**src/rtl/bju_pkg.sv**
```systemverilog
package bju_pkg;
  // strobes from the decoder to the datapath
  typedef struct packed {
    logic cmpEq;
    logic cmpNe;
    logic sgnLt;
    logic sgnGe;
    logic sgnLe;
    logic sgnGt;
    logic absJump;
    logic doLink;
    logic badRt;
  } bjStrobes_t;

  localparam int unsigned OP_W  = 6;
  localparam int unsigned REG_W = 5;
endpackage

```
**src/rtl/bju_ctrl.sv**
```systemverilog
module bju_ctrl
  import bju_pkg::*;
(
  input  logic [OP_W-1:0]  opField,
  input  logic [REG_W-1:0] rtField,
  output bjStrobes_t       st
);
  always_comb begin
    st = '0;
    unique case (opField)
      6'd1: begin
        unique case (rtField)
          5'd0:  st.sgnLt = 1'b1;
          5'd1:  st.sgnGe = 1'b1;
          5'd16: begin st.sgnLt = 1'b1; st.doLink = 1'b1; end
          5'd17: begin st.sgnGe = 1'b1; st.doLink = 1'b1; end
          default: ;
        endcase
      end
      6'd2: st.absJump = 1'b1;
      6'd3: begin st.absJump = 1'b1; st.doLink = 1'b1; end
      6'd4: st.cmpEq = 1'b1;
      6'd5: st.cmpNe = 1'b1;
      6'd6: begin
        if (rtField != '0) st.badRt = 1'b1;
        else               st.sgnLe = 1'b1;
      end
      6'd7: begin
        if (rtField != '0) st.badRt = 1'b1;
        else               st.sgnGt = 1'b1;
      end
      default: ;
    endcase
  end
endmodule

```
**src/rtl/bju_datapath.sv**
```systemverilog
module bju_datapath
  import bju_pkg::*;
#(
  parameter int unsigned XLEN  = 32,
  parameter int unsigned IDX_W = 26,
  parameter int unsigned OFF_W = 16
) (
  input  bjStrobes_t       st,
  input  logic [XLEN-1:0]  pc,
  input  logic [IDX_W-1:0] idxField,
  input  logic [XLEN-1:0]  rsVal,
  input  logic [XLEN-1:0]  rtVal,
  output logic             taken,
  output logic [XLEN-1:0]  target,
  output logic             linkWe,
  output logic [XLEN-1:0]  linkData,
  output logic             riExc
);
  localparam int unsigned REGION_W = XLEN - IDX_W - 2;
  localparam int unsigned EXT_W    = XLEN - OFF_W - 2;

  logic [OFF_W-1:0] offField;
  logic [XLEN-1:0]  seqPc;
  logic [XLEN-1:0]  brTarget;
  logic [XLEN-1:0]  jmpTarget;
  logic             isNeg;
  logic             isZero;
  logic             isSame;
  logic             hit;

  assign offField  = idxField[OFF_W-1:0];
  assign seqPc     = pc + XLEN'(4);
  assign brTarget  = seqPc + {{EXT_W{offField[OFF_W-1]}}, offField, 2'b00};
  assign jmpTarget = {seqPc[XLEN-1 -: REGION_W], idxField, 2'b00};

  assign isNeg  = rsVal[XLEN-1];
  assign isZero = (rsVal == '0);
  assign isSame = (rsVal == rtVal);

  always_comb begin
    hit = 1'b0;
    if (st.cmpEq   &&  isSame)             hit = 1'b1;
    if (st.cmpNe   && !isSame)             hit = 1'b1;
    if (st.sgnLt   &&  isNeg)              hit = 1'b1;
    if (st.sgnGe   && !isNeg)              hit = 1'b1;
    if (st.sgnLe   && (isNeg || isZero))   hit = 1'b1;
    if (st.sgnGt   && !isNeg && !isZero)   hit = 1'b1;
    if (st.absJump)                        hit = 1'b1;
  end

  assign taken    = hit;
  assign target   = st.absJump ? jmpTarget : brTarget;
  assign linkWe   = st.doLink && hit;
  assign linkData = pc + XLEN'(8);
  assign riExc    = st.badRt;
endmodule

```
**src/rtl/bju_delay.sv**
```systemverilog
module bju_delay #(
  parameter int unsigned XLEN = 32
) (
  input  logic            clk,
  input  logic            rstN,
  input  logic            step,
  input  logic            armReq,
  input  logic [XLEN-1:0] armTarget,
  output logic            redirect,
  output logic [XLEN-1:0] redirectPc
);
  logic pending;

  always_ff @(posedge clk) begin
    if (!rstN) begin
      pending    <= 1'b0;
      redirectPc <= '0;
    end else if (step) begin
      if (pending) begin
        pending <= 1'b0;
      end else if (armReq) begin
        pending    <= 1'b1;
        redirectPc <= armTarget;
      end
    end
  end

  assign redirect = pending && step;
endmodule

```
**src/rtl/bju_top.sv**
```systemverilog
module bju_top
  import bju_pkg::*;
#(
  parameter int unsigned XLEN     = 32,
  parameter int unsigned LINK_REG = 31
) (
  input  logic             clk,
  input  logic             rstN,
  input  logic             step,
  input  logic [XLEN-1:0]  pc,
  input  logic [XLEN-1:0]  instr,
  input  logic [XLEN-1:0]  rsVal,
  input  logic [XLEN-1:0]  rtVal,
  output logic             taken,
  output logic [XLEN-1:0]  target,
  output logic             linkWe,
  output logic [REG_W-1:0] linkIdx,
  output logic [XLEN-1:0]  linkData,
  output logic             riExc,
  output logic             redirect,
  output logic [XLEN-1:0]  redirectPc
);
  localparam int unsigned IDX_W = XLEN - OP_W;

  bjStrobes_t st;

  bju_ctrl u_ctrl (
    .opField (instr[XLEN-1 -: OP_W]),
    .rtField (instr[20:16]),
    .st      (st)
  );

  bju_datapath #(.XLEN(XLEN), .IDX_W(IDX_W), .OFF_W(16)) u_dp (
    .st       (st),
    .pc       (pc),
    .idxField (instr[IDX_W-1:0]),
    .rsVal    (rsVal),
    .rtVal    (rtVal),
    .taken    (taken),
    .target   (target),
    .linkWe   (linkWe),
    .linkData (linkData),
    .riExc    (riExc)
  );

  bju_delay #(.XLEN(XLEN)) u_delay (
    .clk        (clk),
    .rstN       (rstN),
    .step       (step),
    .armReq     (taken),
    .armTarget  (target),
    .redirect   (redirect),
    .redirectPc (redirectPc)
  );

  assign linkIdx = REG_W'(LINK_REG);
endmodule

```
**config.mk**
```make
export PLATFORM = sky130hd
export DESIGN_NAME = bju_top
export DESIGN_NICKNAME = d
export VERILOG_FILES = /design/src/rtl/bju_pkg.sv /design/src/rtl/bju_ctrl.sv /design/src/rtl/bju_datapath.sv /design/src/rtl/bju_delay.sv /design/src/rtl/bju_top.sv
export SDC_FILE = /design/constraint.sdc
export NUM_CORES = 1
export LEC_CHECK = 0
export ABC_AREA = 1
export ABC_CLOCK_PERIOD_IN_PS = 8300
export CELL_PAD_IN_SITES_DETAIL_PLACEMENT = 0
export CELL_PAD_IN_SITES_GLOBAL_PLACEMENT = 1
export CORE_UTILIZATION = 31
export DETAILED_ROUTE_END_ITERATION = 6
export PLACE_DENSITY_LB_ADDON = 0.1
export SETUP_SLACK_MARGIN = 0.3
export SYNTH_ARGS = -nofsm -noshare
export SYNTH_HDL_FRONTEND = slang
export SYNTH_SLANG_ARGS = --single-unit
```
**constraint.sdc**
```tcl
create_clock -name clk -period 8.3 [get_ports clk]
set_clock_uncertainty 0.15 [all_clocks]
set_input_delay 1.66 -clock clk [delete_from_list [all_inputs] [get_ports clk]]
set_output_delay 1.66 -clock clk [all_outputs]
set_load 0.01 [all_outputs]
```
=== After elaboration in Yosys (flattened, before gate mapping) ===
Index checks and enable logic that the tools add are counted.

* Flip-flop bits (word level): 33

* $add $sub $neg: 3
* Equal/unequal tests: 11
* Multiplexer cells: 23
* Bitwise gates (word level): 1
* Reduce and logical (&&, ||, !) cells: 22

{| class="wikitable"
|+ Operators by type and width
! cell !! count
|-
| 32-bit by 3-bit adder with 32-bit output, second input constant || 1
|-
| 32-bit adder || 1
|-
| 32-bit by 4-bit adder with 32-bit output, second input constant || 1
|-
| 32-bit == test || 1
|-
| 32-bit logical NOT || 1
|-
| 32-bit 2-to-1 mux || 1
|-
| 6-bit by 3-bit == test with 1-bit output, second input constant || 4
|-
| 1-bit 2-to-1 mux || 20
|-
| 6-bit by 2-bit == test with 1-bit output, second input constant || 2
|-
| 5-bit == test, second input constant || 2
|-
| 2-bit OR reduction || 5
|-
| 1-bit logical AND || 9
|-
| 6-bit by 1-bit == test with 1-bit output, second input constant || 1
|-
| 5-bit by 1-bit == test with 1-bit output, second input constant || 1
|-
| 5-bit logical NOT || 1
|-
| 5-bit nonzero test || 1
|-
| 1-bit logical NOT || 3
|-
| 3-bit AND reduction || 1
|-
| 2-bit 2-to-1 mux || 1
|-
| 1-bit one-hot mux with 2 select lines || 1
|-
| 1-bit logical OR || 1
|-
| 1-bit NOT || 1
|}

=== Depth between registers and ports, before layout ===
Gate-level depths: netlist of the first run.

* Depth after elaboration: 12
* Mapped depth: 26
* Gate-level depth less buffers: 26

=== Hierarchy ===
From an unflattened synthesis of the first run, not the netlist that was laid out.

* Cells, all modules: 1082
* Area, all modules: 5895.7 µm²

{| class="wikitable"
|+ By module, submodules not included
! module !! instances !! cells an instance !! area each (µm²) !! seq. area each (µm²)
|-
| bju_datapath || 1 || 832 || 4317.9 || 0.0
|-
| bju_delay || 1 || 210 || 1372.6 || 660.6
|-
| bju_ctrl || 1 || 34 || 163.9 || 0.0
|-
| bju_top || 1 || 6 || 41.3 || 0.0
|}

=== Worst setup path before layout of the first run ===
No wires, ideal clock.

* Path kind: input -> output
* Start: in pc[3]
* End: out target[31]
* Arrival: 4.095 ns
* Setup slack: 2.395 ns
* Stages on the path: 21
* Buffers on the path: 0
* Cells stage by stage: ha_1 > nand2_1 > nor2_2 > nand3_2 > nor2_4 > inv_2 > nor3_2 > xor2_1 > mux2i_1 > inv_1 > ha_1 > nand2_1 > inv_1 > nand2_1 > and2_1 > nand2_1 > a21oi_1 > nand3_1 > nand3_1 > nand2_1 > nand2_1

* Cells in the longest elaborated chain, start to end: 3

{| class="wikitable"
|+ RTL lines
! item !! line !! RTL
|-
| from (decl) || bju_top.sv:10 || <nowiki>input logic [XLEN-1:0] pc,</nowiki>
|-
| 32-bit by 3-bit adder with 32-bit output (*) || bju_datapath.sv:32 || <nowiki>assign seqPc = pc + XLEN'(4);</nowiki>
|-
| 32-bit adder || bju_datapath.sv:33 || <nowiki>assign brTarget = seqPc + {{EXT_W{offField[OFF_W-1]}}, offField, 2'b00};</nowiki>
|-
| 32-bit 2-to-1 mux (*) || bju_datapath.sv:52 || <nowiki>assign target = st.absJump ? jmpTarget : brTarget;</nowiki>
|-
| to (decl) || bju_top.sv:15 || <nowiki>output logic [XLEN-1:0] target,</nowiki>
|}

Every way passes the cells marked *; elsewhere a longest branch is shown, timed or not.

=== Worst setup path after layout of the first run ===
* Start: in pc[4]
* End: out target[24]

* Cells in the longest elaborated chain, start to end: 3

{| class="wikitable"
|+ RTL lines
! item !! line
|-
| 32-bit by 3-bit adder with 32-bit output || bju_datapath.sv:32
|-
| 32-bit adder || bju_datapath.sv:33
|-
| 32-bit 2-to-1 mux || bju_datapath.sv:52
|}

No other way between the ends.

==> metrics.txt, run 1 <==
DRT Wirelength 23.3 mm; syn_area_per_cell 5.54 sq um; flops & latches, synth 33; Post-synth top cells nand2_1 (333), inv_1 (140), nor2_1 (134), nand3_1 (80), a21oi_1 (48); status finished, violations left; Initial Util 0.321; top-count cell post-synth nand2_1; Power Density 97.2 nW/um^2; number of flops mapped to enable cells by yosys 0; Final period util 0.912; I/O pin cnt 236; clock network power share 0.210; Reg power frac 0.199; logic gate share of total power 0.591; Area growth syn-to-layout 44.8%; post-CTS setup buffer count 0; Die W 139 um; final setup fails 0; setup TNS 0 ps; Yosys top cell area share 0.214; drt initial violations 314; clk buf depth 2; post-synthesis cell area 5850 sq um; Startpoint Class input port; yosys warns 0; fmax 132 MHz; clk slew on worst S/H paths 50 ps; fraction of layout cells with a size suffix above 1 0.0447; Worst Reg-to-Reg Cells 5; sequential area share after synthesis 0.113; vias 7172; worst ir drop on vdd 0.0609 mV; Setup crit start pc[4]; Synth area leader nand2_1; crit path capture target[24]; post_cts resized 0; Total GRT Usage 0.240; first-pass GRT wire length 37.2 mm; WL/cell 15.5 um; Rows 49; DRC Markers 1; Worst Hold Class reg2reg; critical path class in2out; final net count 1441; Remaining Overflow, GRT 0; Max Transition Viols Final 0; cell-internal power 0.000495 W; H-Tree Depth 2; initial antenna violation count 0; dominant synthesized flop cell dfxtp_1; die area 19400 sq um; Post-synth ARST share 0; Pleak 3.96 nW; Gate Count Post-Synth 1055; reg-to-reg slack, setup 6640 ps; Slew HR 0.478; vias in the first global route 6994; Worst-Margin Slew 775 ps; largest net degree at the start of global routing 36; RSZ-0062 raised after global routing false; Yosys cell types 43; r2r startpoint u_delay.pending; Final HPWL DP 20.0 mm; top cells by area, synth nand2_1 (21%), dfxtp_1 (11%), inv_1 (9.0%), nor2_1 (8.6%), ha_1 (7.5%); cts bufs inserted 5; # diodes 0; post-route minimum period 7570 ps; Fin Hold WS 326 ps; crit path DAT 5760 ps; Final ANT Viol Nets 0; Die Y-Extent 139 um; core box area 18200 sq um; Placer Congestion 0.948; Sink Count 33; DR pass1 iterations 7; hold buffers post-CTS 0; vias per inst 4.77; Fin. Hold Viols 0; port bufs 230; crit end category output pin; max cap viols 0; CTS Root Buffer Type clkbuf_16; crit-path max FO 6; CTS tree done; Crit path required time 6490 ps; failing checks design-rule violations; reg2reg end u_delay.redirectPc[27]; Sw Share 0.399; P_sw 0.000328 W; Worst-Skew Late Latency 270 ps
[routing by layer]
metal	wire (um)	track usage
met5	0	0
met4	333	0.0491
met3	1080	0.0206
met2	11100	0.421
met1	10800	0.317
[critical path, cell delays in order]
cell	delay [ps]
clkdlybuf4s50_1	550
ha_1	230
nand2_1	80
nor2_2	130
nand3_2	170
nor2_4	190
inv_2	90
nor2_4	110
nand4_2	100
xnor2_1	160
mux2i_1	170
inv_1	60
ha_1	360
a21oi_1	310
o21ai_0	220
a21oi_1	240
nand3_1	100
nand2_1	70
nand3_1	80
nand2_1	120
clkdlybuf4s50_1	540
[stage by stage]
stage                     total power, W   util  std cells  instance area (sq um)  setup slack [ps]
after detailed placement        0.000652  0.458       1496                   8330               779
after global routing            0.000886  0.465       1504                   8470               380
after CTS                       0.000828  0.465       1504                   8470               753
final                           0.000823  0.465       1504                   8470               731
after global placement          0.000654  0.458       1496                   8330               745
after floorplan                 0.000413      -       1059                   5860              2390
[how the worst min path moves through the flow]
| stage | start | end | cells past startpoint |
|---|---|---|---|
| finish | u_delay.redirectPc[4] | u_delay.redirectPc[4] | 2 |
| CTS | u_delay.redirectPc[2] | u_delay.redirectPc[2] | 2 |
| global route | u_delay.redirectPc[2] | u_delay.redirectPc[2] | 2 |
| detailed placement | u_delay.redirectPc[4] | u_delay.redirectPc[4] | 2 |
| floorplan | u_delay.pending | u_delay.pending | 2 |
| global placement | u_delay.redirectPc[4] | u_delay.redirectPc[4] | 2 |
[registers in the layout, summed over array words and instances (netlist names)]
signal	cells
u_delay.redirectPc	32
u_delay.pending	1
[placed cells by master, fill, tap and decap left out, drive strengths merged, types with 4 or more instances in the layout]
master         count
clkbuf             8
nor2             145
a21oi             48
nor4               6
o21bai             6
nand4             18
buf                6
and2               4
or2                8
xnor2             31
inv              149
nor3              21
nand3b            11
nand3             82
nand2            340
clkdlybuf4s50    230
dfxtp             33
o21ai             29
conb               5
xor2              46
ha                35
[power groups by stage]
stage / Clock, W / Sequential [W] / Combinational, W
floorplan: 0 / 0.000169 / 0.000244
global placement: 0 / 0.000167 / 0.000486
detailed placement: 0 / 0.000167 / 0.000484
CTS: 0.000178 / 0.000164 / 0.000487
global route: 0.000188 / 0.000164 / 0.000534
finish: 0.000173 / 0.000164 / 0.000486
[cells by family after synthesis]
| group | after synthesis | share of synthesized area |
|---|---|---|
| AND/OR/NAND/NOR | 638 | 0.482 |
| buffers and inverters | 177 | 0.124 |
| AO/OA/AOI/OAI | 91 | 0.0837 |
| XOR/XNOR | 77 | 0.115 |
| adder cells (fa/ha/maj) | 36 | 0.0783 |
| flip-flops | 33 | 0.113 |
| multiplexers | 2 | 0.00342 |
| other | 1 | 0.000641 |
[final cells by class]
type                            count  area (sq um)
Tap cell                          229           287
Timing Repair Buffer              236          2350
Clock buffer                        8           136
Inverter                          149           559
Multi-Input combinational cell    849          4480
Fill cell                        1988          9740
Sequential cell                    33           661
Power figures use the tool's default switching activity.
==> run 2: changes to the inputs <==
Settings changed: SKIP_LAST_GASP set to 1.
==> results of run 2 <==
The final DEF is identical to that of run 1; final timing and power are the same.
